===== config.mk =====
export PLATFORM = sky130hd
export DESIGN_NAME = uart_status_irq
export DESIGN_NICKNAME = d
export VERILOG_FILES = /design/src/rtl/uart_status_pkg.sv /design/src/rtl/uart_status_regif.sv /design/src/rtl/uart_status_flags.sv /design/src/rtl/uart_status_irq_comb.sv /design/src/rtl/uart_status_irq.sv
export SDC_FILE = /design/constraint.sdc
export NUM_CORES = 1
export LEC_CHECK = 0
export BUFFER_PORTS_ARGS = -buffer_cell sky130_fd_sc_hd__clkbuf_2
export CAP_MARGIN = 20
export CORE_ASPECT_RATIO = 1.75
export CORE_MARGIN = 1
export CORE_UTILIZATION = 43
export CTS_BUF_LIST = sky130_fd_sc_hd__clkbuf_8
export CTS_CLUSTER_SIZE = 28
export DETAILED_ROUTE_END_ITERATION = 6
export GPL_TIMING_DRIVEN = 0
export PLACE_DENSITY = 0.9
export SYNTH_ARGS = -nofsm -noshare
export SYNTH_HDL_FRONTEND = slang
export SYNTH_HIERARCHICAL = 1
export SYNTH_SLANG_ARGS = --single-unit
export TNS_END_PERCENT = 10

===== constraint.sdc =====
create_clock -name clk -period 1.6 [get_ports clk]
set_input_delay 0.08 -clock clk [delete_from_list [all_inputs] [get_ports clk]]
set_output_delay 0.08 -clock clk [all_outputs]
set_load 0.01 [all_outputs]

===== src/rtl/uart_status_pkg.sv =====
// Package: offsets, status bit positions, control and flag types shared by
// the serial-port status block. Assumes word-aligned byte offsets.
package uart_status_pkg;

    localparam int BUS_W = 32;

    localparam logic [7:0] OFF_CTRL = 8'h00;
    localparam logic [7:0] OFF_STAT = 8'h04;
    localparam logic [7:0] OFF_CLR  = 8'h08;
    localparam logic [7:0] OFF_REQ  = 8'h0C;
    localparam logic [7:0] OFF_RXD  = 8'h10;
    localparam logic [7:0] OFF_TXD  = 8'h14;

    localparam int POS_FE    = 1;
    localparam int POS_ORE   = 3;
    localparam int POS_RXNE  = 5;
    localparam int POS_TC    = 6;
    localparam int POS_TXE   = 7;
    localparam int POS_RDY   = 25;
    localparam int POS_FLUSH = 3;

    // Control word, bit 0 at the bottom.
    typedef struct packed {
        logic ovr_dis;
        logic err_ie;
        logic tc_ie;
        logic txe_ie;
        logic rxne_ie;
        logic tx_en;
        logic rx_en;
        logic port_en;
    } ctrl_t;

    typedef struct packed {
        logic rdy;
        logic txe;
        logic tc;
        logic rxne;
        logic ore;
        logic fe;
    } flags_t;

    localparam flags_t FLAGS_RESET = '{rdy: 1'b1, txe: 1'b1, tc: 1'b1,
                                       rxne: 1'b0, ore: 1'b0, fe: 1'b0};

    // Place each flag at its status-word bit position.
    function automatic logic [BUS_W-1:0] stat_word(input flags_t f);
        logic [BUS_W-1:0] w;
        w           = '0;
        w[POS_FE]   = f.fe;
        w[POS_ORE]  = f.ore;
        w[POS_RXNE] = f.rxne;
        w[POS_TC]   = f.tc;
        w[POS_TXE]  = f.txe;
        w[POS_RDY]  = f.rdy;
        return w;
    endfunction

    // Gather the clear-mask bits that line up with the flags.
    function automatic flags_t mask_flags(input logic [BUS_W-1:0] m);
        flags_t f;
        f.fe   = m[POS_FE];
        f.ore  = m[POS_ORE];
        f.rxne = m[POS_RXNE];
        f.tc   = m[POS_TC];
        f.txe  = m[POS_TXE];
        f.rdy  = m[POS_RDY];
        return f;
    endfunction

endpackage


===== src/rtl/uart_status_regif.sv =====
// Bus decoder: holds the control register and turns word accesses into
// one-cycle strobes; builds the read data. Assumes one access per cycle.
module uart_status_regif
    import uart_status_pkg::*;
#(
    parameter int ADDR_W = 8,
    parameter int CHAR_W = 9
) (
    input  logic              clk,
    input  logic              rst_n,
    input  logic              bus_wr,
    input  logic              bus_rd,
    input  logic [ADDR_W-1:0] bus_addr,
    input  logic [BUS_W-1:0]  bus_wdata,
    output logic [BUS_W-1:0]  bus_rdata,
    input  flags_t            flags,
    input  logic [CHAR_W-1:0] rx_q,
    input  logic [CHAR_W-1:0] tx_q,
    output ctrl_t             ctrl,
    output flags_t            clr_mask,
    output logic              flush,
    output logic              wr_txd,
    output logic              rd_rxd
);

    localparam int CTRL_W = $bits(ctrl_t);

    logic hit_ctrl, hit_stat, hit_clr, hit_req, hit_rxd, hit_txd;

    // Address match for each mapped offset.
    always_comb begin
        hit_ctrl = (bus_addr == ADDR_W'(OFF_CTRL));
        hit_stat = (bus_addr == ADDR_W'(OFF_STAT));
        hit_clr  = (bus_addr == ADDR_W'(OFF_CLR));
        hit_req  = (bus_addr == ADDR_W'(OFF_REQ));
        hit_rxd  = (bus_addr == ADDR_W'(OFF_RXD));
        hit_txd  = (bus_addr == ADDR_W'(OFF_TXD));
    end

    // Write and read strobes toward the flag logic.
    always_comb begin
        clr_mask = (bus_wr && hit_clr) ? mask_flags(bus_wdata) : '0;
        flush    = bus_wr && hit_req && bus_wdata[POS_FLUSH];
        wr_txd   = bus_wr && hit_txd;
        rd_rxd   = bus_rd && hit_rxd;
    end

    // Control register, loaded by a write to its offset.
    always_ff @(posedge clk) begin
        if (!rst_n)
            ctrl <= '0;
        else if (bus_wr && hit_ctrl)
            ctrl <= ctrl_t'(bus_wdata[CTRL_W-1:0]);
    end

    // Read mux; clear, request and unmapped offsets read as zero.
    always_comb begin
        bus_rdata = '0;
        if (bus_rd) begin
            if (hit_ctrl)      bus_rdata = BUS_W'(ctrl);
            else if (hit_stat) bus_rdata = stat_word(flags);
            else if (hit_rxd)  bus_rdata = BUS_W'(rx_q);
            else if (hit_txd)  bus_rdata = BUS_W'(tx_q);
        end
    end

endmodule


===== src/rtl/uart_status_flags.sv =====
// Status flags and data registers: accepts received characters, applies
// clear, flush and read side effects, and issues the transmit start.
// Assumes strobes are one cycle wide; a set beats a clear in the same cycle.
module uart_status_flags
    import uart_status_pkg::*;
#(
    parameter int CHAR_W = 9
) (
    input  logic              clk,
    input  logic              rst_n,
    input  ctrl_t             ctrl,
    input  logic              rx_valid,
    input  logic [CHAR_W-1:0] rx_char,
    input  logic              rx_frame_err,
    input  logic              tx_done,
    input  flags_t            clr_mask,
    input  logic              flush,
    input  logic              wr_txd,
    input  logic              rd_rxd,
    input  logic [CHAR_W-1:0] txd_wdata,
    output flags_t            flags,
    output logic [CHAR_W-1:0] rx_q,
    output logic [CHAR_W-1:0] tx_q,
    output logic              tx_start
);

    logic accept, overrun, load;

    // Classify an incoming character: dropped, overrun or stored.
    always_comb begin
        accept  = rx_valid && ctrl.port_en && ctrl.rx_en;
        overrun = accept && !ctrl.ovr_dis && flags.rxne;
        load    = accept && !overrun;
    end

    // Flag state: clears first, sets override them.
    always_ff @(posedge clk) begin
        if (!rst_n) begin
            flags <= FLAGS_RESET;
        end else begin
            flags.fe   <= (flags.fe  && !clr_mask.fe)  || (load && rx_frame_err);
            flags.ore  <= (flags.ore && !clr_mask.ore) || overrun;
            flags.rxne <= (flags.rxne && !clr_mask.rxne && !rd_rxd && !flush) || load;
            flags.tc   <= (flags.tc  && !clr_mask.tc)  || tx_done;
            flags.txe  <= (flags.txe && !clr_mask.txe && !wr_txd) || tx_done;
            flags.rdy  <= flags.rdy && !clr_mask.rdy;
        end
    end

    // Data registers and the transmit start pulse.
    always_ff @(posedge clk) begin
        if (!rst_n) begin
            rx_q     <= '0;
            tx_q     <= '0;
            tx_start <= 1'b0;
        end else begin
            if (load)
                rx_q <= rx_char;
            if (wr_txd)
                tx_q <= txd_wdata;
            tx_start <= wr_txd && ctrl.tx_en;
        end
    end

endmodule


===== src/rtl/uart_status_irq_comb.sv =====
// Interrupt combiner: ORs each flag gated by its enable. Purely
// combinational so the line follows the flags in the same cycle.
module uart_status_irq_comb
    import uart_status_pkg::*;
(
    input  flags_t flags,
    input  ctrl_t  ctrl,
    output logic   irq
);

    // Overrun has two enables; framing error only the error enable.
    always_comb begin
        irq = (flags.rxne && ctrl.rxne_ie)
           || (flags.txe  && ctrl.txe_ie)
           || (flags.tc   && ctrl.tc_ie)
           || (flags.ore  && (ctrl.rxne_ie || ctrl.err_ie))
           || (flags.fe   && ctrl.err_ie);
    end

endmodule


===== src/rtl/uart_status_irq.sv =====
// Top: serial-port status and interrupt registers. Assumes a one-cycle
// word bus and single-cycle strobes from the serializer and deserializer.
module uart_status_irq
    import uart_status_pkg::*;
#(
    parameter int ADDR_W = 8,
    parameter int CHAR_W = 9
) (
    input  logic              clk,
    input  logic              rst_n,
    input  logic              bus_wr,
    input  logic              bus_rd,
    input  logic [ADDR_W-1:0] bus_addr,
    input  logic [31:0]       bus_wdata,
    output logic [31:0]       bus_rdata,
    input  logic              rx_valid,
    input  logic [CHAR_W-1:0] rx_char,
    input  logic              rx_frame_err,
    output logic              tx_start,
    output logic [CHAR_W-1:0] tx_char,
    input  logic              tx_done,
    output logic              irq
);

    ctrl_t             ctrl;
    flags_t            flags;
    flags_t            clr_mask;
    logic              flush, wr_txd, rd_rxd;
    logic [CHAR_W-1:0] rx_q;

    uart_status_regif #(.ADDR_W(ADDR_W), .CHAR_W(CHAR_W)) u_regif (
        .clk(clk), .rst_n(rst_n),
        .bus_wr(bus_wr), .bus_rd(bus_rd), .bus_addr(bus_addr),
        .bus_wdata(bus_wdata), .bus_rdata(bus_rdata),
        .flags(flags), .rx_q(rx_q), .tx_q(tx_char),
        .ctrl(ctrl), .clr_mask(clr_mask), .flush(flush),
        .wr_txd(wr_txd), .rd_rxd(rd_rxd)
    );

    uart_status_flags #(.CHAR_W(CHAR_W)) u_flags (
        .clk(clk), .rst_n(rst_n), .ctrl(ctrl),
        .rx_valid(rx_valid), .rx_char(rx_char), .rx_frame_err(rx_frame_err),
        .tx_done(tx_done), .clr_mask(clr_mask), .flush(flush),
        .wr_txd(wr_txd), .rd_rxd(rd_rxd), .txd_wdata(bus_wdata[CHAR_W-1:0]),
        .flags(flags), .rx_q(rx_q), .tx_q(tx_char), .tx_start(tx_start)
    );

    uart_status_irq_comb u_irq (
        .flags(flags), .ctrl(ctrl), .irq(irq)
    );

endmodule


==> results by group, run 1 <==
Run status
  – Status: finished clean

Logic synthesis
  – Sequential share of the synthesized area: 33.82%
  – Cell types occupying the most area after synthesis: sky130_fd_sc_hd__dfxtp_1 34%, sky130_fd_sc_hd__mux2i_1 19%, sky130_fd_sc_hd__buf_4 9.6%, sky130_fd_sc_hd__nand2_1 6.7%, sky130_fd_sc_hd__nor2b_1 3.5%
  – Synth Area in Compound Gates: about 7.6%
  – Post-synth top area share: 33.82%
  – Synthesized area per cell: 8.719 µm²
  – Combinational family with the most area after synthesis: simple AND/OR/NAND/NOR gates
  – Area share of xor/xnor cells in the synthesized design: 0%
  – Mapped cell area: about 2000 µm²
  – EDFF count, synth: 0
  – Post-Synthesis Cells: ~220
  – Unique masters post-synth: 40
  – Fraction of registers with async set/reset: 0%
  – Fraction of the mapped netlist area in adder cells: 0%
  – Biggest area consumer among synthesized cells: sky130_fd_sc_hd__dfxtp_1
  – Top flip-flop cell by instance count after synthesis: sky130_fd_sc_hd__dfxtp_1
  – Simple-gate area share of the yosys netlist: between 20% and 30%
  – Synthesis warning total: 6
  – Multiplexer area fraction after synthesis: 18.96%
  – Synthesized flop and latch total: 33

Die
  – Effective utilization at floorplan: between 40 and 50%
  – Core Rows: 32
  – Horizontal die dimension: 52.95 µm
  – Height of the die: just over 90 µm
  – I/O pin total: 99
  – Total core area: between 4000 and 5000 µm²
  – Full die area: ~4800 µm²

Power and ir drop
  – Static Leak: roughly 0.0011 µW
  – Power dissipated by switching net loads: 410.6 µW
  – Sw frac: 23.85%
  – Proportion of power drawn by the clock network: around two fifths
  – Worst supply voltage drop on vdd: 0.6430 mV
  – Proportion of power drawn by combinational gates: around 13%
  – Internal power component: roughly 1300 µW
  – Areal power density over the cells: ~690 nW/µm²
  – Total power: 1721 µW
  – Share of power burned in registers: between 40% and 50%

Timing
  – Transition at the pin with the smallest max-transition slack: 0.7300 ns
  – Clock Skews: just over 0.008 ns
  – RSZ-0062 raised after global routing: yes
  – Final setup violation count: 0
  – Final min period: approximately 1.6 ns
  – Total negative slack: 0 ns
  – Slew headroom: between 50% and 60%
  – Max-slew violation count: 0
  – Endpoints failing hold: 0
  – Highest clock frequency the design can meet: roughly 630 MHz
  – Final Cycle Share: around 99%

Drt
  – Routed wire length per instance: 13.30 µm
  – Iteration-0 DRC count of the detailed router: 34
  – Number of nets with antenna violations after detailed routing: 0
  – Remaining DRCs: 0
  – Vias/cell: 5.014
  – First-pass iteration count of the detailed router: 4
  – Routed wire length: 4748 µm
  – Via count: 1790

Final layout
  – Most common cell after layout, fill and taps aside: sky130_fd_sc_hd__clkbuf_2
  – Final nets: between 300 and 400
  – Reg area: 660.6 µm²
  – Commonest non-fill, non-tap cells in the layout: 56 x sky130_fd_sc_hd__clkbuf_2, 37 x sky130_fd_sc_hd__mux2i_1, 35 x sky130_fd_sc_hd__nand2_1
  – Post-route standard cell area excluding fillers: between 2000 and 2500 µm²
  – Fraction of final layout cells sized beyond drive strength 1: about a third
  – Number of diodes: 0
  – Area used by multi-input combinational logic: roughly 1100 µm²
  – Post-synthesis to final-layout area growth: 27.67%
  – Number of filler cells placed in the layout: 395

Clock tree
  – Master cell of the clock root buffer: sky130_fd_sc_hd__clkbuf_8
  – H-tree depth: 2
  – Clock transition at the register clock pins on the worst setup and hold paths after CTS: approximately 0.060 ns
  – Post-cts hold buffer count: 0
  – CTS tree: yes
  – Clock net sink count: 33
  – Clock buffer depth: 2
  – Clock latency reported for the late side of the worst-skew pair: ~0.28 ns
  – Number of buffers inserted during clock tree synthesis: 5

Critical path
  – Endpoint required time on the critical path: around 1.8 ns
  – Critical path endpoint category: flop
  – Class of the most critical setup path: primary input to flop
  – Setup crit start kind: primary input
  – Critical Path AT: between 1.5 and 2 ns
  – Biggest fanout along the worst timing path: 8

Flow run
  – Count of maximum capacitance violations: 0

Global routing
  – Grt ovf: 0
  – Number of antenna violations at the first check in global routing: 0
  – Largest net degree at the start of global routing: 11
  – Total routing resource utilization after global routing: between 20% and 30%
  – Wire length of the first global-routing pass: 7748 µm
  – Number of global-route vias before repair: 1787

Min path
  – Worst Hold Class: primary input to flop

Placement
  – Post-detail-place hpwl: between 3000 and 4000 µm
  – Total cell area at the placement stage: approximately 2400 µm²
  – RD Place Congestion: 0.8539
  – Port buffer count: 53
synthesized netlist by cell type, types with 2 or more instances:
library cell and number:
sky130_fd_sc_hd__mux2i_1 37, sky130_fd_sc_hd__nand2_1 35, sky130_fd_sc_hd__dfxtp_1 33, sky130_fd_sc_hd__buf_4 25
sky130_fd_sc_hd__nor2b_1 11, sky130_fd_sc_hd__nor3_1 9, sky130_fd_sc_hd__and2_1 8, sky130_fd_sc_hd__nand3_1 7
sky130_fd_sc_hd__o21a_1 5, sky130_fd_sc_hd__o21ai_0 5, sky130_fd_sc_hd__clkbuf_1 4, sky130_fd_sc_hd__inv_1 4
sky130_fd_sc_hd__buf_2 3, sky130_fd_sc_hd__nor2_1 3, sky130_fd_sc_hd__nor4b_1 3, sky130_fd_sc_hd__o21ai_1 3
sky130_fd_sc_hd__and3_1 2, sky130_fd_sc_hd__buf_6 2, sky130_fd_sc_hd__nand2b_1 2, sky130_fd_sc_hd__nor3b_1 2
sky130_fd_sc_hd__or3_1 2
cell families (layout without fill, tap and decap cells):
family | Yosys count | after routing
muxes | 37 | 37
DFF | 33 | 33
and+or+nand+nor | 93 | 93
AOI/OAI and AO/OA | 21 | 21
buffers and inverters | 39 | 100
other | 1 | 22
final cells by class:
| cell class | instances | area share, % |
|---|---|---|
| Buffer | 35 | 9.935 |
| Clock buffer | 7 | 3.864 |
| Clock inverter | 1 | 0.2007 |
| Inverter | 4 | 0.6021 |
| Multi-Input combinational cell | 173 | 45.71 |
| Sequential cell | 33 | 26.49 |
| Tap cell | 51 | 2.559 |
| Timing Repair Buffer | 53 | 10.64 |
power groups by stage:
stage,logic (µW),clock network [µW],registers [µW]
floorplan,138,0,841
global placement,209,0,841
detailed placement,212,0,841
CTS,214,700,822
global route,240,730,822
finish,218,681,822
layer usage:
layer | track usage [%] | vias up | routed length, µm
met3 | 3.015 | 18 | 301
li1 | - | 886 | -
met4 | 16.01 | 0 | 218
met2 | 38.82 | 78 | 2544
met5 | 0 | - | 0
met1 | 20.76 | 808 | 1684
critical path, stage by stage:
cell and delay (ns):
sky130_fd_sc_hd__clkbuf_2 0.11, sky130_fd_sc_hd__or4_4 0.53, sky130_fd_sc_hd__buf_6 0.16, sky130_fd_sc_hd__nor4b_4 0.35, sky130_fd_sc_hd__and2_1 0.18, sky130_fd_sc_hd__and3b_1 0.17, sky130_fd_sc_hd__a31o_1 0.18
repair_timing:
action | CTS | global route
setup endpoints to repair | 2 | 11
resized for setup | 1 | 6
endpoints found under the hold margin | 0 | 0
buffers inserted | 0 | 0
pin swaps | 1 | 3
registers in the layout, summed over array words and instances (netlist names):
name              flops
u_regif/ctrl          8
u_flags/rx_q          9
u_flags/flags         6
u_flags/tx_start      1
u_flags/tx_q          9
worst paths after layout:
kind | cells past startpoint | end | slack, ns | from
setup / recovery | 7 | u_flags/flags[0]$_SDFF_PN0_ | 0.02 | bus_addr[7]
hold / removal | 3 | u_flags/flags[3]$_SDFF_PN1_ | 0.02 | tx_done
setup reg to reg | 4 | u_flags/rx_q[6]$_SDFFE_PN0P_ | 0.48 | u_regif/ctrl[1]$_SDFFE_PN0P_
hold reg to reg | 2 | u_flags/rx_q[5]$_SDFFE_PN0P_ | 0.47 | u_flags/rx_q[5]$_SDFFE_PN0P_
through the flow:
stage                     utilization [%]  setup WS (ns)  hold slack (ns)  instances
after global routing                57.14       -0.02119          0.01589        357
after CTS                           56.94       0.007168         0.008680        357
final                               57.14        0.01862          0.02170        357
after global placement              54.53        -0.2786           0.2890        349
after floorplan                         -       -0.02652           0.1975        245
after detailed placement            54.53        -0.2982           0.3042        349
Note: power is estimated with default switching activity, not from simulation.
==> run 2, diff against run 1 <==
- SETUP_SLACK_MARGIN: default -> 0.15
==> run 2 against run 1 <==
  * Via count is 2.5% higher
  * First-iteration DRC count up 29%
  * Sequential share of layout area fell by 0.34 points
  * Non-clock buffer count up 4
  * Register-to-register slack barely moved
  * Clock-buffer cell count stayed put
  * Die area is the same
  * Clock skew shrank 0.00083 ns
  * Sequential cell count stayed put
  * Setup slack improved by 0.052 ns
  * Final cell count rose by 1.1%
==> results by group, run 2 (synthesis results as in run 1) <==
Global routing
  – Wire length of the first global-routing pass: 7817 µm (+0.89%)
  – Number of antenna violations at the first check in global routing: 0 (unchanged)
  – Total routing resource utilization after global routing: 21.86% (+0.20 points)
  – Largest net degree at the start of global routing: 11 (unchanged)
  – Number of global-route vias before repair: 1821 (+1.9%)
  – Grt ovf: 0 (unchanged)

Critical path
  – Worst Path Buf+Inv: 3 (+1)
  – Slowest stage cell, crit path: sky130_fd_sc_hd__or3_1
  – Critical path's top delay family: simple AND/OR/NAND/NOR gates
  – Endpoint required time on the critical path: 1.52 ns (-0.25 ns)
  – Biggest fanout along the worst timing path: 9 (+1)
  – Class of the most critical setup path: primary input to output pin
  – Critical Path AT: 1.45 ns (-0.31 ns)
  – List of cells traversed by the critical path: clkbuf_2, or3_1, clkbuf_4, or3_1, a21oi_1, clkbuf_2
  – Peak per-stage delay on the critical path: 0.39 ns (-0.14 ns)
  – Setup crit start kind: primary input
  – Critical path endpoint category: output pin

Power and ir drop
  – Areal power density over the cells: 681.5 nW/µm² (-1.3%)
  – Worst supply voltage drop on vdd: 0.6437 mV (about the same)
  – Static Leak: 0.001144 µW (+2.0%)

Timing
  – Endpoints failing hold: 0 (unchanged)
  – Final Cycle Share: 95.60% (-3.2 points)
  – Clock Skews: 0.007397 ns (-0.0008261 ns)
  – Worst hold-check slack: 0.02050 ns (-0.001204 ns)
  – Highest clock frequency the design can meet: 653.8 MHz (+3.4%)
  – RSZ-0062 raised after global routing: yes
  – Slew headroom: 61.25% (+10 points)
  – Final setup violation count: 0 (unchanged)
  – Transition at the pin with the smallest max-transition slack: 0.5760 ns (-0.1540 ns)
  – Max-slew violation count: 0 (unchanged)
  – Final min period: 1.530 ns (-0.05185 ns)

Clock tree
  – Master cell of the clock root buffer: sky130_fd_sc_hd__clkbuf_8
  – Clock transition at the register clock pins on the worst setup and hold paths after CTS: 0.06 ns (about the same)
  – Number of buffers inserted during clock tree synthesis: 5 (unchanged)
  – CTS tree: yes
  – Clock net sink count: 33 (unchanged)
  – Clock latency reported for the late side of the worst-skew pair: 0.28 ns (about the same)
  – H-tree depth: 2 (unchanged)
  – Clock buffer depth: 2 (unchanged)

Min path
  – Worst Hold Class: primary input to flop

Flow run
  – Count of maximum capacitance violations: 0 (unchanged)

Final layout
  – Post-synthesis to final-layout area growth: 29.34%
  – Non-filler cells in the finished layout: 361 (+1.1%)
  – Number of diodes: 0 (unchanged)
  – Final nets: 365 (+1.1%)
  – Commonest non-fill, non-tap cells in the layout: 55 x sky130_fd_sc_hd__clkbuf_2, 37 x sky130_fd_sc_hd__mux2i_1, 35 x sky130_fd_sc_hd__nand2_1
  – Fraction of final layout cells sized beyond drive strength 1: 34.52% (+0.86 points)
  – Biggest regs: u_flags/rx_q (9), u_flags/tx_q (9), u_regif/ctrl (8)
  – Most common cell after layout, fill and taps aside: sky130_fd_sc_hd__clkbuf_2

Drt
  – Routed wire length: 4861 µm (+2.4%)
  – Remaining DRCs: 0 (unchanged)
  – Via count: 1835 (+2.5%)
  – Number of nets with antenna violations after detailed routing: 0 (unchanged)
  – Detail Route met3 WL: 301 µm (unchanged)
  – Iteration-0 DRC count of the detailed router: 44 (+29%)
  – Detailed-routing wirelength on met1: 1704 µm (+1.2%)
  – Highest metal layer with signal wires: met4
  – Routed wire length per instance: 13.47 µm (+1.2%)
  – First-pass iteration count of the detailed router: 4 (unchanged)
  – Routed met2 length: 2622 µm (+3.1%)
  – Vias/cell: 5.083 (+1.4%)

Die
  – Height of the die: 91.16 µm (unchanged)
  – Full die area: 4826 µm² (unchanged)
  – Total core area: 4364 µm² (unchanged)
  – Horizontal die dimension: 52.95 µm (unchanged)
  – Effective utilization at floorplan: 44.75% (unchanged)
  – Core Rows: 32 (unchanged)
  – I/O pin total: 99 (unchanged)

Placement
  – Post-detail-place hpwl: 3873 µm (unchanged)
  – RD Place Congestion: 0.8539 (unchanged)
  – Port buffer count: 53 (unchanged)
  – Number of cells after detailed placement: 349 (unchanged)

Run status
  – Status: finished clean
## run 2: routing by layer
layer,global-route usage [%],vias to the layer above
li1,-,896
met1,20.97,837
met2,38.61,83
met3,3.183,19
met4,17.11,0
met5,0,-
## run 2: cell type report
cell class / instances / area [µm²]
Multi-Input combinational cell: 173 / 1140
Inverter: 4 / 15.01
Sequential cell: 33 / 660.6
Tap cell: 51 / 63.81
Clock buffer: 7 / 96.34
Timing Repair Buffer: 57 / 295.3
Fill cell: 388 / 1838
Clock inverter: 1 / 5.005
Buffer: 35 / 250.2
## run 2: through the flow
| stage | instance area, µm² | total power [µW] | setup TNS, ns | util [%] | setup WS (ns) |
|---|---|---|---|---|---|
| 2_1_floorplan | 2051 | 978.7 | -0.02652 | - | -0.02652 |
| 3_3_place_gp | 2380 | 1050 | -2.696 | 54.53 | -0.2786 |
| 3_5_place_dp | 2380 | 1053 | -3.298 | 54.53 | -0.2982 |
| 4_1_cts | 2497 | 1737 | 0 | 57.22 | 0.09074 |
| 5_1_grt | 2526 | 1793 | 0 | 57.88 | 0.01405 |
| 6_report | 2526 | 1722 | 0 | 57.88 | 0.07048 |
## run 2: worst min-delay path, stage by stage
cell	delay [ns]
sky130_fd_sc_hd__clkbuf_2	0.08
sky130_fd_sc_hd__nor2b_1	0.05
sky130_fd_sc_hd__o21ai_1	0.06
## run 2: power breakdown
part,internal (µW),switching (µW)
sequential,822,0.532
combinational,101,118
clock,388,292
## run 2: repair_timing
action                     CTS  global route
setup endpoints to repair   16            24
resized for setup            4             2
hold buffers                 0             0
pin swaps                    2             1
setup buffers                1             3
## run 2: path summary, 6_finish.rpt
check	from	end	slack, ns	cells past startpoint
min	tx_done	u_flags/flags[3]$_SDFF_PN1_	0.02	3
max reg2reg	u_regif/ctrl[1]$_SDFFE_PN0P_	u_flags/rx_q[6]$_SDFFE_PN0P_	0.49	4
min reg2reg	u_flags/rx_q[5]$_SDFFE_PN0P_	u_flags/rx_q[5]$_SDFFE_PN0P_	0.47	2
max	bus_addr[3]	bus_rdata[1]	0.07	6
==> run 3, diff against run 2 <==
- CORE_ASPECT_RATIO: 1.75 -> default
- PLACE_DENSITY: 0.9 -> 0.89
- SYNTH_HIERARCHICAL: 1 -> default
==> run 3 against run 2 <==
  * The run now ends with DRC, hold timing left
  * Design area increased by 4.5%
  * Critical path depth did not move
  * Utilization grew 1.5 points
  * Setup slack better by 0.064 ns
  * Synthesized cell count rose by 10%
  * Clock-buffer cell count shrank 1
  * Global-route usage grew 2.4 points
  * Critical path type unchanged
  * Clock power increased by 21%
  * Largest power group is now the clock network
  * First-iteration DRC count increased to 6.2 times the previous value
  * Highest routed layer unchanged
  * Routed wire length increased by 23%
==> results by group, run 3 <==
Run status
  – Status: finished with violations
  – Violations in the final reports: DRC, hold timing

Clock tree
  – Clock net sink count: 33 (unchanged)
  – Clock buffer depth: 2 (unchanged)
  – H-tree depth: 2 (unchanged)
  – CTS tree: yes
  – Master cell of the clock root buffer: sky130_fd_sc_hd__clkbuf_8
  – Clock latency reported for the late side of the worst-skew pair: 0.30 ns (+0.02 ns)
  – Number of buffers inserted during clock tree synthesis: 5 (unchanged)
  – Clock transition at the register clock pins on the worst setup and hold paths after CTS: 0.07 ns (about the same)

Logic synthesis
  – Most common cell in the netlist: sky130_fd_sc_hd__dfxtp_1
  – Most frequent cells after synthesis: 33 x sky130_fd_sc_hd__dfxtp_1, 28 x sky130_fd_sc_hd__a21oi_1, 22 x sky130_fd_sc_hd__buf_4, 21 x sky130_fd_sc_hd__nand3_1, 17 x sky130_fd_sc_hd__nand4_1
  – Sequential share of the synthesized area: 32.47% (-1.4 points)
  – Biggest area consumer among synthesized cells: sky130_fd_sc_hd__dfxtp_1
  – Cell types occupying the most area after synthesis: sky130_fd_sc_hd__dfxtp_1 32%, sky130_fd_sc_hd__buf_4 8.1%, sky130_fd_sc_hd__a21oi_1 6.9%, sky130_fd_sc_hd__nand4_1 5.2%, sky130_fd_sc_hd__nand3_1 5.2%
  – Unique masters post-synth: 38 (-5.0%)
  – Top flip-flop cell by instance count after synthesis: sky130_fd_sc_hd__dfxtp_1
  – Fraction of registers with async set/reset: 0% (unchanged)
  – Post-Synthesis Cells: 247 (+10%)
  – Mapped cell area: 2034 µm² (+4.2%)
  – Synthesis warning total: 0 (-6)
  – Synthesized area per cell: 8.237 µm² (-5.5%)
  – EDFF count, synth: 0 (unchanged)
  – Synthesized flop and latch total: 33 (unchanged)
  – Post-synth top area share: 32.47% (-1.4 points)

Global routing
  – Largest net degree at the start of global routing: 13 (+2)
  – Number of global-route vias before repair: 1995 (+9.6%)
  – Wire length of the first global-routing pass: 9487 µm (+21%)
  – Number of antenna violations at the first check in global routing: 0 (unchanged)
  – Total routing resource utilization after global routing: 24.30% (+2.4 points)
  – Grt ovf: 0 (unchanged)

Critical path
  – Critical Path AT: 1.39 ns (-0.06 ns)
  – Endpoint required time on the critical path: 1.52 ns (about the same)
  – Setup crit start kind: primary input
  – Biggest fanout along the worst timing path: 10 (+1)
  – Length in cells of the worst reg-to-reg path: 4 (unchanged)
  – Critical register-to-register path startpoint: u_regif.ctrl[7]$_SDFFE_PN0P_
  – Critical path endpoint category: output pin
  – Crit Reg-Reg Endpoint: u_flags.flags[0]$_SDFF_PN0_
  – Worst R2R Setup Slack: 0.31 ns (-0.18 ns)
  – Class of the most critical setup path: primary input to output pin

Min path
  – Terminating pin of the worst hold path: u_flags.flags[3]$_SDFF_PN1_
  – Worst Min Path Start: rst_n
  – Instance count along the most critical hold path: 2 (-1)
  – Worst Hold Class: primary input to flop

Final layout
  – Final nets: 388 (+6.3%)
  – Number of diodes: 0 (unchanged)
  – Post-synthesis to final-layout area growth: 29.77%
  – Biggest regs: u_flags.rx_q (9), u_flags.tx_q (9), u_regif.ctrl (8)
  – Most common cell after layout, fill and taps aside: sky130_fd_sc_hd__clkbuf_2
  – Number of filler cells placed in the layout: 410 (+5.7%)
  – Fraction of final layout cells sized beyond drive strength 1: 32.13% (-2.4 points)
  – Post-route standard cell area excluding fillers: 2640 µm² (+4.5%)
  – Commonest non-fill, non-tap cells in the layout: 56 x sky130_fd_sc_hd__clkbuf_2, 32 x sky130_fd_sc_hd__dfxtp_1, 28 x sky130_fd_sc_hd__a21oi_1

Timing
  – RSZ-0062 raised after global routing: yes
  – Final min period: 1.466 ns (-0.06350 ns)
  – Clock Skews: 0.006381 ns (-0.001016 ns)
  – Highest clock frequency the design can meet: 682.1 MHz (+4.3%)
  – Final setup violation count: 0 (unchanged)
  – PnR worst setup slack: 0.1340 ns (+0.06350 ns)
  – Max-slew violation count: 0 (unchanged)
  – Endpoints failing hold: 1 (+1)
  – Worst hold-check slack: -0.0007076 ns (-0.02120 ns)
  – Final Cycle Share: 91.63% (-4.0 points)

Die
  – I/O pin total: 99 (unchanged)
  – Core Rows: 24 (-25%)
  – Full die area: 5011 µm² (+3.8%)
  – Height of the die: 70.79 µm (-22%)
  – Effective utilization at floorplan: 45.78% (+1.0 points)
  – Horizontal die dimension: 70.79 µm (+34%)
  – Total core area: 4444 µm² (+1.8%)

Drt
  – Number of nets with antenna violations after detailed routing: 0 (unchanged)
  – Vias/cell: 5.642 (+11%)
  – Routed wire length: 5966 µm (+23%)
  – First-pass iteration count of the detailed router: 7 (+3)
  – Remaining DRCs: 18 (+18)
  – Via count: 2172 (+18%)
  – Routed wire length per instance: 15.50 µm (+15%)
  – Iteration-0 DRC count of the detailed router: 273 (+520%)

Placement
  – Worst slack, placed: -0.2864 ns (+0.01178 ns)
  – Total cell area at the placement stage: 2444 µm² (+2.7%)
  – Post-detail-place hpwl: 4395 µm (+13%)
  – RD Place Congestion: 0.9150 (+7.2%)
  – Port buffer count: 53 (unchanged)

Power and ir drop
  – Share of power burned in registers: 42.9% (-4.9 points)
  – Static Leak: 0.001161 µW (+1.5%)
  – Worst supply voltage drop on vdd: 0.5553 mV (-14%)
  – Power dissipated by switching net loads: 483.1 µW (+18%)
  – Proportion of power drawn by combinational gates: 13.9% (+1.2 points)
  – Areal power density over the cells: 725.3 nW/µm² (+6.4%)
  – Sw frac: 25.23% (+1.4 points)
  – Proportion of power drawn by the clock network: 43.2% (+3.7 points)
  – Internal power component: 1432 µW (+9.2%)

Flow run
  – Count of maximum capacitance violations: 0 (unchanged)
[run 3: final cells by class]
| type | count | area, µm² | area share, % |
|---|---|---|---|
| Buffer | 44 | 284.0 | 10.76 |
| Clock buffer | 6 | 82.58 | 3.128 |
| Clock inverter | 2 | 33.78 | 1.280 |
| Inverter | 8 | 30.03 | 1.137 |
| Multi-Input combinational cell | 182 | 1175 | 44.50 |
| Sequential cell | 33 | 661.9 | 25.07 |
| Tap cell | 52 | 65.06 | 2.464 |
| Timing Repair Buffer | 58 | 307.8 | 11.66 |
[run 3: how the worst max path moves through the flow]
stage                                  end   startpoint  slack (ns)  cells past startpoint
3_5_place_dp                  bus_rdata[4]  bus_addr[3]       -0.29                      6
2_1_floorplan  u_flags.flags[3]$_SDFF_PN1_  bus_addr[4]        0.17                      6
3_3_place_gp                  bus_rdata[4]  bus_addr[3]       -0.30                      6
6_report                      bus_rdata[4]  bus_addr[6]        0.13                      6
5_1_grt                       bus_rdata[4]  bus_addr[6]        0.11                      6
4_1_cts                       bus_rdata[4]  bus_addr[5]         0.1                      6
[run 3: power groups by stage]
stage	registers [µW]	clock network, µW	logic, µW
2_1_floorplan	841	0	158
3_3_place_gp	841	0	241
3_5_place_dp	841	0	242
4_1_cts	822	828	253
5_1_grt	821	873	285
6_report	822	826	266
[run 3: logic make-up (layout without fill, tap and decap cells)]
group,after synthesis,after routing,synth area share [%]
buffers and inverters,53,118,15.19
other,1,22,0.1843
AOI/OAI and AO/OA,70,70,22.88
and+or+nand+nor,76,76,22.14
muxes,14,14,7.134
DFF,33,33,32.47
[run 3: per-layer routing]
| metal | track usage [%] | up-vias | share of wire (%) |
|---|---|---|---|
| met5 | 0 | - | 0 |
| met4 | 12.44 | 0 | 2.8 |
| met3 | 4.131 | 16 | 9.7 |
| met2 | 37.50 | 118 | 44 |
| met1 | 32.69 | 980 | 43 |
| li1 | - | 1058 | - |
[run 3: timing repair]
item	CTS	global route
gates resized for setup	7	7
setup endpoints to repair	9	19
buffers inserted	0	3
pin swaps	0	2
hold buffers	2	0
endpoints found under the hold margin	2	0
[run 3: metrics by stage]
step,hold WS (ns),utilization [%],instances,total power [µW],TNS [ns]
after floorplan,0.1419,-,268,998.4,0
after global placement,0.2811,54.98,373,1081,-1.165
after detailed placement,0.2885,54.98,373,1083,-1.056
after CTS,0.002012,58.64,382,1903,0
after global routing,0.02264,59.40,385,1980,0
final,-0.0007076,59.40,385,1915,0
[run 3: worst max-delay path, stage by stage]
cell and delay [ns]:
sky130_fd_sc_hd__clkbuf_2 0.13, sky130_fd_sc_hd__nor4_4 0.40, sky130_fd_sc_hd__buf_4 0.24, sky130_fd_sc_hd__nand4b_1 0.12
sky130_fd_sc_hd__a21boi_0 0.23, sky130_fd_sc_hd__clkbuf_2 0.18
